**src/rtl/dseq_pkg.sv**
```systemverilog
package dseq_pkg;

    typedef enum logic [2:0] {
        CMD_NOP = 3'd0,
        CMD_ACT = 3'd1,
        CMD_RD  = 3'd2,
        CMD_WR  = 3'd3,
        CMD_PRE = 3'd4,
        CMD_REF = 3'd5
    } dseq_cmd_e;

    typedef enum logic [1:0] {
        ST_IDLE      = 2'd0,
        ST_ACCESS    = 2'd1,
        ST_REF_CLOSE = 2'd2,
        ST_REF_WAIT  = 2'd3
    } dseq_state_e;

endpackage

```
**src/rtl/dseq_refresh_timer.sv**
```systemverilog
module dseq_refresh_timer #(
    parameter int unsigned INTERVAL = 128
) (
    input  logic clk_i,
    input  logic rst_ni,
    output logic due_o
);
    localparam int unsigned CNT_W = (INTERVAL > 1) ? $clog2(INTERVAL) : 1;

    typedef struct packed {
        logic [CNT_W-1:0] cnt;
        logic             due;
    } tmr_t;

    tmr_t st_d, st_q;

    always_comb begin
        st_d     = st_q;
        st_d.due = 1'b0;
        if (st_q.cnt == '0) begin
            st_d.cnt = CNT_W'(INTERVAL - 1);
            st_d.due = 1'b1;
        end else begin
            st_d.cnt = st_q.cnt - 1'b1;
        end
    end

    always_ff @(posedge clk_i) begin
        if (!rst_ni) begin
            st_q.cnt <= CNT_W'(INTERVAL - 1);
            st_q.due <= 1'b0;
        end else begin
            st_q <= st_d;
        end
    end

    assign due_o = st_q.due;

    generate
        if (INTERVAL > 1) begin : g_due_chk

            due_single_chk: assert property (@(posedge clk_i) disable iff (!rst_ni)
                due_o |=> !due_o);
        end
    endgenerate

endmodule

```
**src/rtl/dseq_bank_table.sv**
```systemverilog
module dseq_bank_table #(
    parameter int unsigned BANKS = 4,
    parameter int unsigned ROW_W = 4
) (
    input  logic                            clk_i,
    input  logic                            rst_ni,
    input  logic                            open_en_i,
    input  logic                            close_en_i,
    input  logic                            close_all_i,
    input  logic [$clog2(BANKS)-1:0]        bank_i,
    input  logic [ROW_W-1:0]                row_i,
    output logic [BANKS-1:0]                open_o,
    output logic [BANKS-1:0][ROW_W-1:0]     rows_o
);
    localparam int unsigned BANK_W = $clog2(BANKS);

    generate
        for (genvar b = 0; b < BANKS; b++) begin : g_bank
            logic             valid_d, valid_q;
            logic [ROW_W-1:0] row_d, row_q;
            logic             hit_sel;

            assign hit_sel = (bank_i == BANK_W'(b));

            always_comb begin
                valid_d = valid_q;
                row_d   = row_q;
                if (close_all_i || (close_en_i && hit_sel)) begin
                    valid_d = 1'b0;
                end
                if (open_en_i && hit_sel) begin
                    valid_d = 1'b1;
                    row_d   = row_i;
                end
            end

            always_ff @(posedge clk_i) begin
                if (!rst_ni) begin
                    valid_q <= 1'b0;
                    row_q   <= '0;
                end else begin
                    valid_q <= valid_d;
                    row_q   <= row_d;
                end
            end

            assign open_o[b] = valid_q;
            assign rows_o[b] = row_q;


            no_double_open_chk: assert property (@(posedge clk_i) disable iff (!rst_ni)
                (open_en_i && hit_sel) |-> !valid_q);
        end
    endgenerate

endmodule

```
**src/rtl/dseq_sequencer.sv**
```systemverilog
module dseq_sequencer
    import dseq_pkg::*;
#(
    parameter int unsigned BANKS         = 4,
    parameter int unsigned ROWS          = 16,
    parameter int unsigned COLS          = 16,
    parameter int unsigned T_RCD         = 2,
    parameter int unsigned T_RP          = 2,
    parameter int unsigned T_RFC         = 4,
    parameter int unsigned RETENTION_CYC = 2048
) (
    input  logic                                 clk_i,
    input  logic                                 rst_ni,
    input  logic                                 req_valid_i,
    output logic                                 req_ready_o,
    input  logic [$clog2(BANKS)-1:0]             req_bank_i,
    input  logic [$clog2(ROWS)-1:0]              req_row_i,
    input  logic [$clog2(COLS)-1:0]              req_col_i,
    input  logic                                 req_write_i,
    input  logic                                 req_burst_i,
    output logic [2:0]                           cmd_o,
    output logic [$clog2(BANKS)-1:0]             cmd_bank_o,
    output logic [(($clog2(ROWS) > $clog2(COLS)) ? $clog2(ROWS) : $clog2(COLS))-1:0] cmd_addr_o,
    output logic                                 cmd_burst_o,
    output logic                                 busy_o
);
    localparam int unsigned BANK_W       = $clog2(BANKS);
    localparam int unsigned ROW_W        = $clog2(ROWS);
    localparam int unsigned COL_W        = $clog2(COLS);
    localparam int unsigned ADDR_W       = (ROW_W > COL_W) ? ROW_W : COL_W;
    localparam int unsigned REF_INTERVAL = RETENTION_CYC / ROWS;
    localparam int unsigned MAX_A        = (T_RCD > T_RP) ? T_RCD : T_RP;
    localparam int unsigned MAX_GAP      = (MAX_A > T_RFC) ? MAX_A : T_RFC;
    localparam int unsigned GAP_W        = $clog2(MAX_GAP + 1);

    typedef struct packed {
        dseq_state_e       state;
        logic [GAP_W-1:0]  gap;
        logic              ref_due;
        logic [ROW_W-1:0]  ref_row;
        logic [BANK_W-1:0] req_bank;
        logic [ROW_W-1:0]  req_row;
        logic [COL_W-1:0]  req_col;
        logic              req_write;
        logic              req_burst;
        dseq_cmd_e         cmd;
        logic [BANK_W-1:0] cmd_bank;
        logic [ADDR_W-1:0] cmd_addr;
        logic              cmd_burst;
    } seq_t;

    seq_t st_d, st_q;

    logic                          due_pulse;
    logic                          tbl_open_en;
    logic                          tbl_close_en;
    logic                          tbl_close_all;
    logic [BANK_W-1:0]             tbl_bank;
    logic [ROW_W-1:0]              tbl_row;
    logic [BANKS-1:0]              tbl_open;
    logic [BANKS-1:0][ROW_W-1:0]   tbl_rows;
    logic [BANK_W-1:0]             low_bank;

    dseq_refresh_timer #(
        .INTERVAL (REF_INTERVAL)
    ) u_timer (
        .clk_i  (clk_i),
        .rst_ni (rst_ni),
        .due_o  (due_pulse)
    );

    dseq_bank_table #(
        .BANKS (BANKS),
        .ROW_W (ROW_W)
    ) u_banks (
        .clk_i       (clk_i),
        .rst_ni      (rst_ni),
        .open_en_i   (tbl_open_en),
        .close_en_i  (tbl_close_en),
        .close_all_i (tbl_close_all),
        .bank_i      (tbl_bank),
        .row_i       (tbl_row),
        .open_o      (tbl_open),
        .rows_o      (tbl_rows)
    );

    // lowest-numbered open bank, closed first during refresh
    always_comb begin
        low_bank = '0;
        for (int i = BANKS - 1; i >= 0; i--) begin
            if (tbl_open[i]) low_bank = BANK_W'(i);
        end
    end

    assign req_ready_o = (st_q.state == ST_IDLE) && !st_q.ref_due;

    always_comb begin
        st_d           = st_q;
        st_d.cmd       = CMD_NOP;
        st_d.cmd_bank  = '0;
        st_d.cmd_addr  = '0;
        st_d.cmd_burst = 1'b0;
        tbl_open_en    = 1'b0;
        tbl_close_en   = 1'b0;
        tbl_close_all  = 1'b0;
        tbl_bank       = st_q.req_bank;
        tbl_row        = st_q.req_row;

        if (st_q.gap != '0) st_d.gap = st_q.gap - 1'b1;
        if (due_pulse)      st_d.ref_due = 1'b1;

        unique case (st_q.state)
            ST_IDLE: begin
                if (st_q.ref_due) begin
                    st_d.state = ST_REF_CLOSE;
                end else if (req_valid_i) begin
                    st_d.req_bank  = req_bank_i;
                    st_d.req_row   = req_row_i;
                    st_d.req_col   = req_col_i;
                    st_d.req_write = req_write_i;
                    st_d.req_burst = req_burst_i;
                    st_d.state     = ST_ACCESS;
                end
            end
            ST_ACCESS: begin
                if (st_q.gap == '0) begin
                    st_d.cmd_bank = st_q.req_bank;
                    if (!tbl_open[st_q.req_bank]) begin
                        st_d.cmd      = CMD_ACT;
                        st_d.cmd_addr = ADDR_W'(st_q.req_row);
                        tbl_open_en   = 1'b1;
                        st_d.gap      = GAP_W'(T_RCD - 1);
                    end else if (tbl_rows[st_q.req_bank] != st_q.req_row) begin
                        st_d.cmd      = CMD_PRE;
                        tbl_close_en  = 1'b1;
                        st_d.gap      = GAP_W'(T_RP - 1);
                    end else begin
                        st_d.cmd       = st_q.req_write ? CMD_WR : CMD_RD;
                        st_d.cmd_addr  = ADDR_W'(st_q.req_col);
                        st_d.cmd_burst = st_q.req_burst;
                        st_d.state     = ST_IDLE;
                    end
                end
            end
            ST_REF_CLOSE: begin
                if (st_q.gap == '0) begin
                    if (|tbl_open) begin
                        st_d.cmd      = CMD_PRE;
                        st_d.cmd_bank = low_bank;
                        tbl_bank      = low_bank;
                        tbl_close_en  = 1'b1;
                        st_d.gap      = GAP_W'(T_RP - 1);
                    end else begin
                        st_d.cmd      = CMD_REF;
                        st_d.cmd_addr = ADDR_W'(st_q.ref_row);
                        st_d.ref_row  = (st_q.ref_row == ROW_W'(ROWS - 1)) ?
                                        '0 : st_q.ref_row + 1'b1;
                        st_d.ref_due  = 1'b0;
                        tbl_close_all = 1'b1;
                        st_d.gap      = GAP_W'(T_RFC - 1);
                        st_d.state    = ST_REF_WAIT;
                    end
                end
            end
            ST_REF_WAIT: begin
                if (st_q.gap == '0) st_d.state = ST_IDLE;
            end
            default: st_d.state = ST_IDLE;
        endcase
    end

    always_ff @(posedge clk_i) begin
        if (!rst_ni) begin
            st_q <= '0;
        end else begin
            st_q <= st_d;
        end
    end

    assign cmd_o       = st_q.cmd;
    assign cmd_bank_o  = st_q.cmd_bank;
    assign cmd_addr_o  = st_q.cmd_addr;
    assign cmd_burst_o = st_q.cmd_burst;
    assign busy_o      = (st_q.state != ST_IDLE) || st_q.ref_due;


    col_open_chk: assert property (@(posedge clk_i) disable iff (!rst_ni)
        (st_q.cmd == CMD_RD || st_q.cmd == CMD_WR) |->
            (tbl_open[st_q.cmd_bank] && tbl_rows[st_q.cmd_bank] == st_q.req_row));


    act_open_chk: assert property (@(posedge clk_i) disable iff (!rst_ni)
        (st_q.cmd == CMD_ACT) |->
            (tbl_open[st_q.cmd_bank] && tbl_rows[st_q.cmd_bank] == st_q.cmd_addr[ROW_W-1:0]));


    ref_closed_chk: assert property (@(posedge clk_i) disable iff (!rst_ni)
        (st_q.cmd == CMD_REF) |-> (tbl_open == '0) && ($past(tbl_open) == '0));


    ref_block_chk: assert property (@(posedge clk_i) disable iff (!rst_ni)
        st_q.ref_due |-> !req_ready_o);

    generate
        if (T_RP > 1) begin : g_rp_chk

            rp_gap_chk: assert property (@(posedge clk_i) disable iff (!rst_ni)
                (st_q.cmd == CMD_PRE) |=> (st_q.cmd != CMD_ACT && st_q.cmd != CMD_REF));
        end
        if (T_RCD > 1) begin : g_rcd_chk

            rcd_gap_chk: assert property (@(posedge clk_i) disable iff (!rst_ni)
                (st_q.cmd == CMD_ACT) |=> (st_q.cmd != CMD_RD && st_q.cmd != CMD_WR));
        end
    endgenerate

endmodule

```
**config.mk**
```make
export PLATFORM = sky130hd
export DESIGN_NAME = dseq_sequencer
export DESIGN_NICKNAME = d
export VERILOG_FILES = /design/src/rtl/dseq_pkg.sv /design/src/rtl/dseq_refresh_timer.sv /design/src/rtl/dseq_bank_table.sv /design/src/rtl/dseq_sequencer.sv
export SDC_FILE = /design/constraint.sdc
export NUM_CORES = 1
export LEC_CHECK = 0
export ABC_AREA = 0
export BUFFER_PORTS_ARGS = -buffer_cell sky130_fd_sc_hd__buf_2
export CORE_MARGIN = 4
export CORE_UTILIZATION = 55
export DETAILED_ROUTE_END_ITERATION = 10
export GPL_TIMING_DRIVEN = 0
export PLACE_DENSITY = 0.77
export SYNTH_ARGS = -nofsm -noshare
export SYNTH_HDL_FRONTEND = slang
export SYNTH_SLANG_ARGS = --single-unit
```
**constraint.sdc**
```tcl
create_clock -name clk_i -period 2.6 [get_ports clk_i]
set_input_delay 0.13 -clock clk_i [delete_from_list [all_inputs] [get_ports clk_i]]
set_output_delay 0.13 -clock clk_i [all_outputs]
set_load 0.01 [all_outputs]
```
==> flow_summary_export.csv, run 1 <==
group,metric,value,unit
status,outcome,"finished, final reports clean",
clocking,clkSlewWorstSetupHoldPaths,80,ps
clocking,tritoncts_num_sinks,60,
finish,register_area,0.00120,mm^2
timing,post-route-min-period,2420,ps
die,die_h,81.0,um
route,detailroute.via_count,2586,
finish,number_of_standard_cells_in_the_final_layout_excluding_fillers,458,
yosys,synth.yosys.seq_area_share,41.0,%
placed_design,placement.io_buffers,26,
timing,fin_worst_skew,13.0,ps
clocking,cts_tree,"done",
critical_path,cp.buffers_inverters,2,
yosys,synth_warnings,0,
finish,layout.cells.most_common_list,"sky130_fd_sc_hd__dfxtp_1 (60), sky130_fd_sc_hd__nand2_1 (56), sky130_fd_sc_hd__a21oi_1 (37)",
timing,fmax,0.414,GHz
finish,final_cell_area,0.00336,mm^2
min_path,kind_of_path_behind_the_tightest_hold_check,"input port to flop",
grt,globalRoute.totalOverflow,0,
route,drc,0,
finish,layout.cells.most_common,"sky130_fd_sc_hd__dfxtp_1",
clocking,post-cts-setup-buffer-count,0,
yosys,synth_edf_count,0,
critical_path,worstSetupEndpointType,"flop",
critical_path,arrival,2690,ps
placed_design,placed_cell_count,442,
clocking,max_h_tree_level,3,
critical_path,critPathSlowestCell,"sky130_fd_sc_hd__o211ai_1",
clocking,post_cts_hold_buffer_count,0,
power_and_ir_drop,p_total,0.00284,W
grt,number_of_antenna_violations_at_the_first_check_in_global_routing,0,
timing,post-route-period-util,93.0,%
flow_run,cap_viol_max_count,0,
timing,finalHoldViolCount,0,
finish,final_nets,408,
critical_path,crit_path_max_incr_delay,440,ps
critical_path,worstPathRequired,2880,ps
placed_design,gp_routability_congestion,0.877,
clocking,maximum_buffer_depth_of_the_clock_tree,2,
yosys,dominantRegCellSynth,"sky130_fd_sc_hd__dfxtp_1",
finish,layout-area-overhead-vs-synth,14.7,%
route,drt.antenna.violating_nets,0,
yosys,syn_area,0.00293,mm^2
critical_path,type_of_origin_of_the_critical_path,"flop",
timing,maxSlewHeadroom,49.9,%
timing,final.setup.tns,0,ps
die,dieArea,0.00655,mm^2
grt,global_route_wire_length_before_repair,11.3,mm
critical_path,crit_family,"compound AO/OA/AOI/OAI gates",
grt,grt_util_all_layers,22.6,%
clocking,cts-resized-gates,1,
route,drt_wl_total,6.77,mm
critical_path,crit_chain,"inv_1 -> ha_1 -> nand3b_1 -> clkbuf_1 -> nor2_1 -> o211ai_1 -> o21ai_0 -> a21oi_1",
route,avgRoutedWirePerCell,14.8,um
yosys,netlist-cell-type-count,50,
critical_path,timing.critical_path.fanout_max,10,
timing,setup_viol,0,
die,die_w,81.0,um
clocking,worst_skew_pair.late_latency,350,ps
grt,grt_start_max_net_pins,12,
power_and_ir_drop,pwr_dens,847,mW/mm^2
timing,tightestPinTransition,746,ps
power_and_ir_drop,power.leakage,1.25,nW
die,num_io_pins,27,
critical_path,worst-setup-path-type,"flop to flop",
finish,antenna_cell_count,0,
power_and_ir_drop,vdd_ir_drop_max,0.439,mV
yosys,synth_async_sr_flop_share,0,%
route,routed_via_density,5.65,
grt,vias_in_the_first_global_route,2392,
timing,final_max_slew_viol_count,0,
yosys,synth_seq_cells,60,
die,fp.coreArea,0.00514,mm^2
clocking,numCtsBuffers,9,
finish,filler_cell_count,453,
route,first_iter_violations,211,
timing,rsz0062_at_grt,"false",
die,row_count,26,
yosys,syn_nets,371,
placed_design,total_half_perimeter_wirelength_after_legalization_and_detailed_placement,4.77,mm
placed_design,dpl-instance-area,0.00315,mm^2
finish,drive_gt1_share,18.3,%
die,floorplan.initialDensity,57.0,%
yosys,avgSynthCellArea,8.46,um^2
yosys,syn_inst,346,
clocking,clk_root_buffer_cell,"sky130_fd_sc_hd__clkbuf_8",
finish,multi_input_logic_area,0.00155,mm^2
route,drt-pass1-iter-count,4,
==> registers in the layout, indices dropped and copies added, names as in the netlist <==
name / cells
st_q: 18
u_banks.g_bank.row_q: 16
u_timer.st_q: 7
cmd_addr_o: 4
tbl_row: 4
u_banks.g_bank.valid_q: 4
cmd_o: 3
cmd_bank_o: 2
cmd_burst_o: 1
u_timer.due_o: 1
==> layout make-up <==
type                    count  share of cell area, %
multi-input cells         244                   46.1
flip-flops and latches     60                   35.8
plain buffers              30                   4.55
repair buffers             26                   3.88
clock buffers              10                   3.80
well taps                  70                   2.61
clock inverters             6                   1.90
inverters                  12                   1.34
==> stage by stage <==
| step | setup slack (ps) | hold WS, ps | util, % |
|---|---|---|---|
| finish | 183 | 7.33 | 65.3 |
| global route | 31.7 | 7.19 | 65.3 |
| CTS | 180 | 4.23 | 65.0 |
| detailed placement | -58.9 | 378 | 61.2 |
| global placement | -52.3 | 372 | 61.2 |
| floorplan | 532 | 266 | - |
==> cells in the mapped netlist, types with 2 or more instances <==
library cell	n	area [um^2]
sky130_fd_sc_hd__nand2b_1	4	25.0
sky130_fd_sc_hd__nand3b_1	2	15.0
sky130_fd_sc_hd__a31oi_1	5	31.3
sky130_fd_sc_hd__nand3_1	15	75.1
sky130_fd_sc_hd__a22oi_1	4	30.0
sky130_fd_sc_hd__a21oi_1	37	185
sky130_fd_sc_hd__clkbuf_1	14	52.6
sky130_fd_sc_hd__nor2b_1	2	12.5
sky130_fd_sc_hd__xnor2_1	7	61.3
sky130_fd_sc_hd__o211ai_1	7	52.6
sky130_fd_sc_hd__buf_2	5	25.0
sky130_fd_sc_hd__o21ai_0	23	115
sky130_fd_sc_hd__ha_1	10	125
sky130_fd_sc_hd__buf_1	2	7.51
sky130_fd_sc_hd__buf_4	9	67.6
sky130_fd_sc_hd__nand4_1	4	25.0
sky130_fd_sc_hd__and2_1	2	12.5
sky130_fd_sc_hd__and3b_1	2	17.5
sky130_fd_sc_hd__xor2_1	3	26.3
sky130_fd_sc_hd__mux4_2	5	113
sky130_fd_sc_hd__mux2i_1	7	70.1
sky130_fd_sc_hd__nor2_1	20	75.1
sky130_fd_sc_hd__nand2_1	56	210
sky130_fd_sc_hd__o2bb2ai_1	3	26.3
sky130_fd_sc_hd__nor3_1	2	10.0
sky130_fd_sc_hd__a211oi_1	2	15.0
sky130_fd_sc_hd__inv_1	11	41.3
sky130_fd_sc_hd__nor4_1	2	12.5
sky130_fd_sc_hd__dfxtp_1	60	1200
==> logic make-up (layout without fill, tap and decap cells) <==
logic type                 Yosys count  in the layout  synth area share (%)
xor gates and xnor gates            10             10                  2.99
adders and majority gates           10             10                  4.27
and+or+nand+nor                    118            118                  18.6
DFF                                 60             60                  41.0
AOI/OAI and AO/OA                   94             94                  20.1
muxes                               12             12                  6.24
buffers and inverters               42             84                  6.75
==> power by group <==
group	leakage, nW	internal, W	total, W	switching, W
clock network	0.0927	0.000442	0.000823	0.000381
registers	0.487	0.00100	0.00107	0.0000690
logic	0.667	0.000327	0.000948	0.000621
total	1.25	0.00177	0.00284	0.00107
==> worst min-delay path: stages <==
cell	delay (ps)
sky130_fd_sc_hd__buf_2	100
sky130_fd_sc_hd__nand2_1	50
sky130_fd_sc_hd__a21oi_1	50
==> path summary, 6_finish.rpt <==
| check | slack [ps] | cells after the start | from | to |
|---|---|---|---|---|
| hold reg to reg | 420 | 1 | u_timer.st_q[1] | u_timer.st_q[1] |
| setup reg to reg | 180 | 8 | st_q[30] | u_banks.g_bank[0].row_q[2] |
| hold / removal | 7 | 3 | req_row_i[3] | tbl_row[3] |
| setup / recovery | 180 | 8 | st_q[30] | u_banks.g_bank[0].row_q[2] |
==> per-layer routing <==
layer	track usage, %	part of all wire, %	vias to the layer above	routed length, um
li1	-	-	1281	-
met1	28.7	45	1213	3070
met2	35.8	47	80	3170
met3	4.88	6.1	12	415
met4	11.8	1.7	0	116
met5	0	0	-	0
(Power assumes the default switching activity.)
==> run 2, diff against run 1 <==
CELL_PAD_IN_SITES_DETAIL_PLACEMENT = 0   (was default)
CELL_PAD_IN_SITES_GLOBAL_PLACEMENT = 2   (was default)
CORE_UTILIZATION = 36   (was 55)
CTS_CLUSTER_DIAMETER = 60   (was default)
PLACE_DENSITY = 0.81   (was 0.77)
SETUP_SLACK_MARGIN = 0.15   (was default)
==> run 2 against run 1 <==
Effect of this change:
- sequential cell count is the same
- clock skew is 7.1 ps lower
- routed wire length increased by 15%
- sequential share of layout area decreased by 1.0 points
- maximum frequency is 4.2% higher
- non-clock buffer count increased by 1
- largest cell class unchanged
- highest routed layer unchanged
==> flow_summary_export.csv, run 2 (synthesis results as in run 1) <==
group,metric,value,unit
finish,drive_gt1_share,20.3,%
min_path,kind_of_path_behind_the_tightest_hold_check,"input port to flop",
finish,antenna_cell_count,0,
power_and_ir_drop,power_frac_clock,30.9,%
finish,layout.cells.most_common,"sky130_fd_sc_hd__dfxtp_1",
critical_path,type_of_origin_of_the_critical_path,"flop",
power_and_ir_drop,power.leakage,1.28,nW
die,die_w,98.2,um
route,avgRoutedWirePerCell,15.8,um
clocking,worst_skew_pair.late_latency,340,ps
critical_path,timing.critical_path.fanout_max,9,
critical_path,crit_chain,"buf_2 -> mux4_2 -> nand2b_1 -> a221oi_4 -> mux2i_1 -> nor2_1",
route,first_iter_violations,103,
placed_design,placed_cell_count,474,
finish,largest_registers,"st_q: 18 flops, u_banks.g_bank.row_q: 16 flops, u_timer.st_q: 7 flops",
timing,fmax,0.431,GHz
clocking,max_h_tree_level,3,
grt,grt_start_max_net_pins,11,
critical_path,reg2reg_slack,280,ps
clocking,clk_root_buffer_cell,"sky130_fd_sc_hd__clkbuf_8",
min_path,min_delay_worst_endpoint,"st_q[12]",
timing,finalHoldViolCount,0,
grt,grt_util_all_layers,16.6,%
route,drt-pass1-iter-count,5,
power_and_ir_drop,power.sequential.fraction,35.9,%
timing,maxSlewHeadroom,51.9,%
critical_path,r2r-start,"st_q[21]",
clocking,cts_tree,"done",
route,drc,0,
route,drt_wl_total,7.78,mm
status,outcome,"finished, final reports clean",
min_path,min_path_cells,3,
route,detailroute.via_count,2600,
die,num_io_pins,27,
finish,number_of_standard_cells_in_the_final_layout_excluding_fillers,491,
critical_path,crit_family,"multiplexers",
power_and_ir_drop,pwr_dens,866,mW/mm^2
power_and_ir_drop,vdd_ir_drop_max,0.326,mV
power_and_ir_drop,comb_power_share,33.2,%
die,die_h,98.2,um
die,fp.coreArea,0.00781,mm^2
finish,largest_register_ff_count,18,
placed_design,place_worst_setup_slack,-83.0,ps
grt,globalRoute.totalOverflow,0,
power_and_ir_drop,p_sw,0.00109,W
critical_path,r2r_end,"u_banks.g_bank[1].row_q[0]",
finish,final_nets,409,
clocking,tritoncts_num_sinks,60,
critical_path,crit_path_max_incr_delay,640,ps
timing,setup_viol,0,
power_and_ir_drop,power_switching_share,36.5,%
grt,number_of_antenna_violations_at_the_first_check_in_global_routing,0,
flow_run,cap_viol_max_count,0,
clocking,post_cts_hold_buffer_count,0,
placed_design,placement.io_buffers,26,
finish,layout-area-overhead-vs-synth,18.1,%
placed_design,gp_routability_congestion,0.799,
die,dieArea,0.00964,mm^2
power_and_ir_drop,p_total,0.00299,W
clocking,numCtsBuffers,9,
timing,fin_worst_skew,5.92,ps
die,floorplan.initialDensity,37.5,%
grt,vias_in_the_first_global_route,2497,
timing,tightestPinTransition,714,ps
critical_path,reg2reg_depth,6,
critical_path,critPathSlowestCell,"sky130_fd_sc_hd__mux4_2",
die,row_count,32,
critical_path,cp.buffers_inverters,1,
timing,setup_ws,279,ps
power_and_ir_drop,p_int,0.00190,W
critical_path,worst-setup-path-type,"flop to flop",
timing,final.setup.tns,0,ps
finish,finish.utilization,44.3,%
timing,rsz0062_at_grt,"false",
route,routed_via_density,5.30,
finish,layout.cells.most_common_list,"sky130_fd_sc_hd__dfxtp_1 (60), sky130_fd_sc_hd__nand2_1 (56), sky130_fd_sc_hd__a21oi_1 (37)",
min_path,holdCritStartpoint,"req_col_i[0]",
timing,final_max_slew_viol_count,0,
route,drt.antenna.violating_nets,0,
timing,post-route-min-period,2320,ps
critical_path,arrival,2530,ps
clocking,clkSlewWorstSetupHoldPaths,70,ps
grt,global_route_wire_length_before_repair,12.7,mm
critical_path,worstSetupEndpointType,"flop",
placed_design,total_half_perimeter_wirelength_after_legalization_and_detailed_placement,5.47,mm
timing,post-route-period-util,89.3,%
critical_path,worstPathRequired,2810,ps
clocking,maximum_buffer_depth_of_the_clock_tree,2,
finish,register_containing_the_most_flip_flops_in_the_final_layout,"st_q",
-- run 2: cell types whose count changed in the layout (fill, tap and decap cells not counted), sizes merged --
| cell | delta |
|---|---|
| clkinv | +1 |
| inv | -1 |
| clkbuf | +2 |
| clkinvlp | -2 |
| bufinv | +1 |
-- run 2: final cells by class --
cell class	instances	area, um^2
repair buffers	27	138
plain buffers	30	155
inverters	12	45.0
clock buffers	11	141
fillers	812	4350
multi-input cells	244	1570
flip-flops and latches	60	1200
well taps	102	128
clock inverters	5	75.1
-- run 2: repair_timing --
action                                  4_1_cts  5_1_grt
pin swaps                                     0        1
cloned                                        0        0
endpoints found under the hold margin         0        0
setup buffers                                 0        1
endpoints found under the setup margin        9       16
gates resized for setup                       2       10
-- run 2: worst max-delay path by stage --
stage | from | endpoint | slack [ps] | cells past startpoint
3_5_place_dp | st_q[30] | u_banks.g_bank[2].row_q[2] | -80 | 8
6_report | st_q[21] | u_banks.g_bank[1].row_q[0] | 280 | 6
5_1_grt | st_q[21] | u_banks.g_bank[1].row_q[3] | 150 | 6
3_3_place_gp | st_q[30] | u_banks.g_bank[2].row_q[2] | -60 | 8
2_1_floorplan | st_q[30] | u_banks.g_bank[2].row_q[0] | 530 | 8
4_1_cts | st_q[30] | u_banks.g_bank[0].row_q[0] | 190 | 7
-- run 2: metal layers --
metal / vias up / global-route usage (%) / wire (um)
met1: 1235 / 21.6 / 3600
li1: 1283 / - / -
met5: - / 0 / 0
met3: 6 / 5.00 / 399
met4: 0 / 4.20 / 53
met2: 76 / 26.9 / 3720
-- run 2: power groups by stage --
stage               logic, W  clock network, W  registers (W)
floorplan           0.000703                 0        0.00107
global placement    0.000956                 0        0.00109
detailed placement  0.000961                 0        0.00109
CTS                 0.000968          0.000942        0.00107
global route         0.00111          0.000983        0.00109
finish              0.000992          0.000925        0.00107
-- run 2: per-stage QoR --
| stage | hold slack, ps | area [um^2] |
|---|---|---|
| floorplan | 266 | 2930 |
| finish | 23.3 | 3460 |
| global placement | 374 | 3190 |
| global route | 21.6 | 3460 |
| detailed placement | 377 | 3190 |
| CTS | 14.4 | 3410 |
-- run 2: worst min-delay path: stages --
cell and delay, ps:
sky130_fd_sc_hd__buf_2 90, sky130_fd_sc_hd__nand2_1 40, sky130_fd_sc_hd__a21oi_1 50
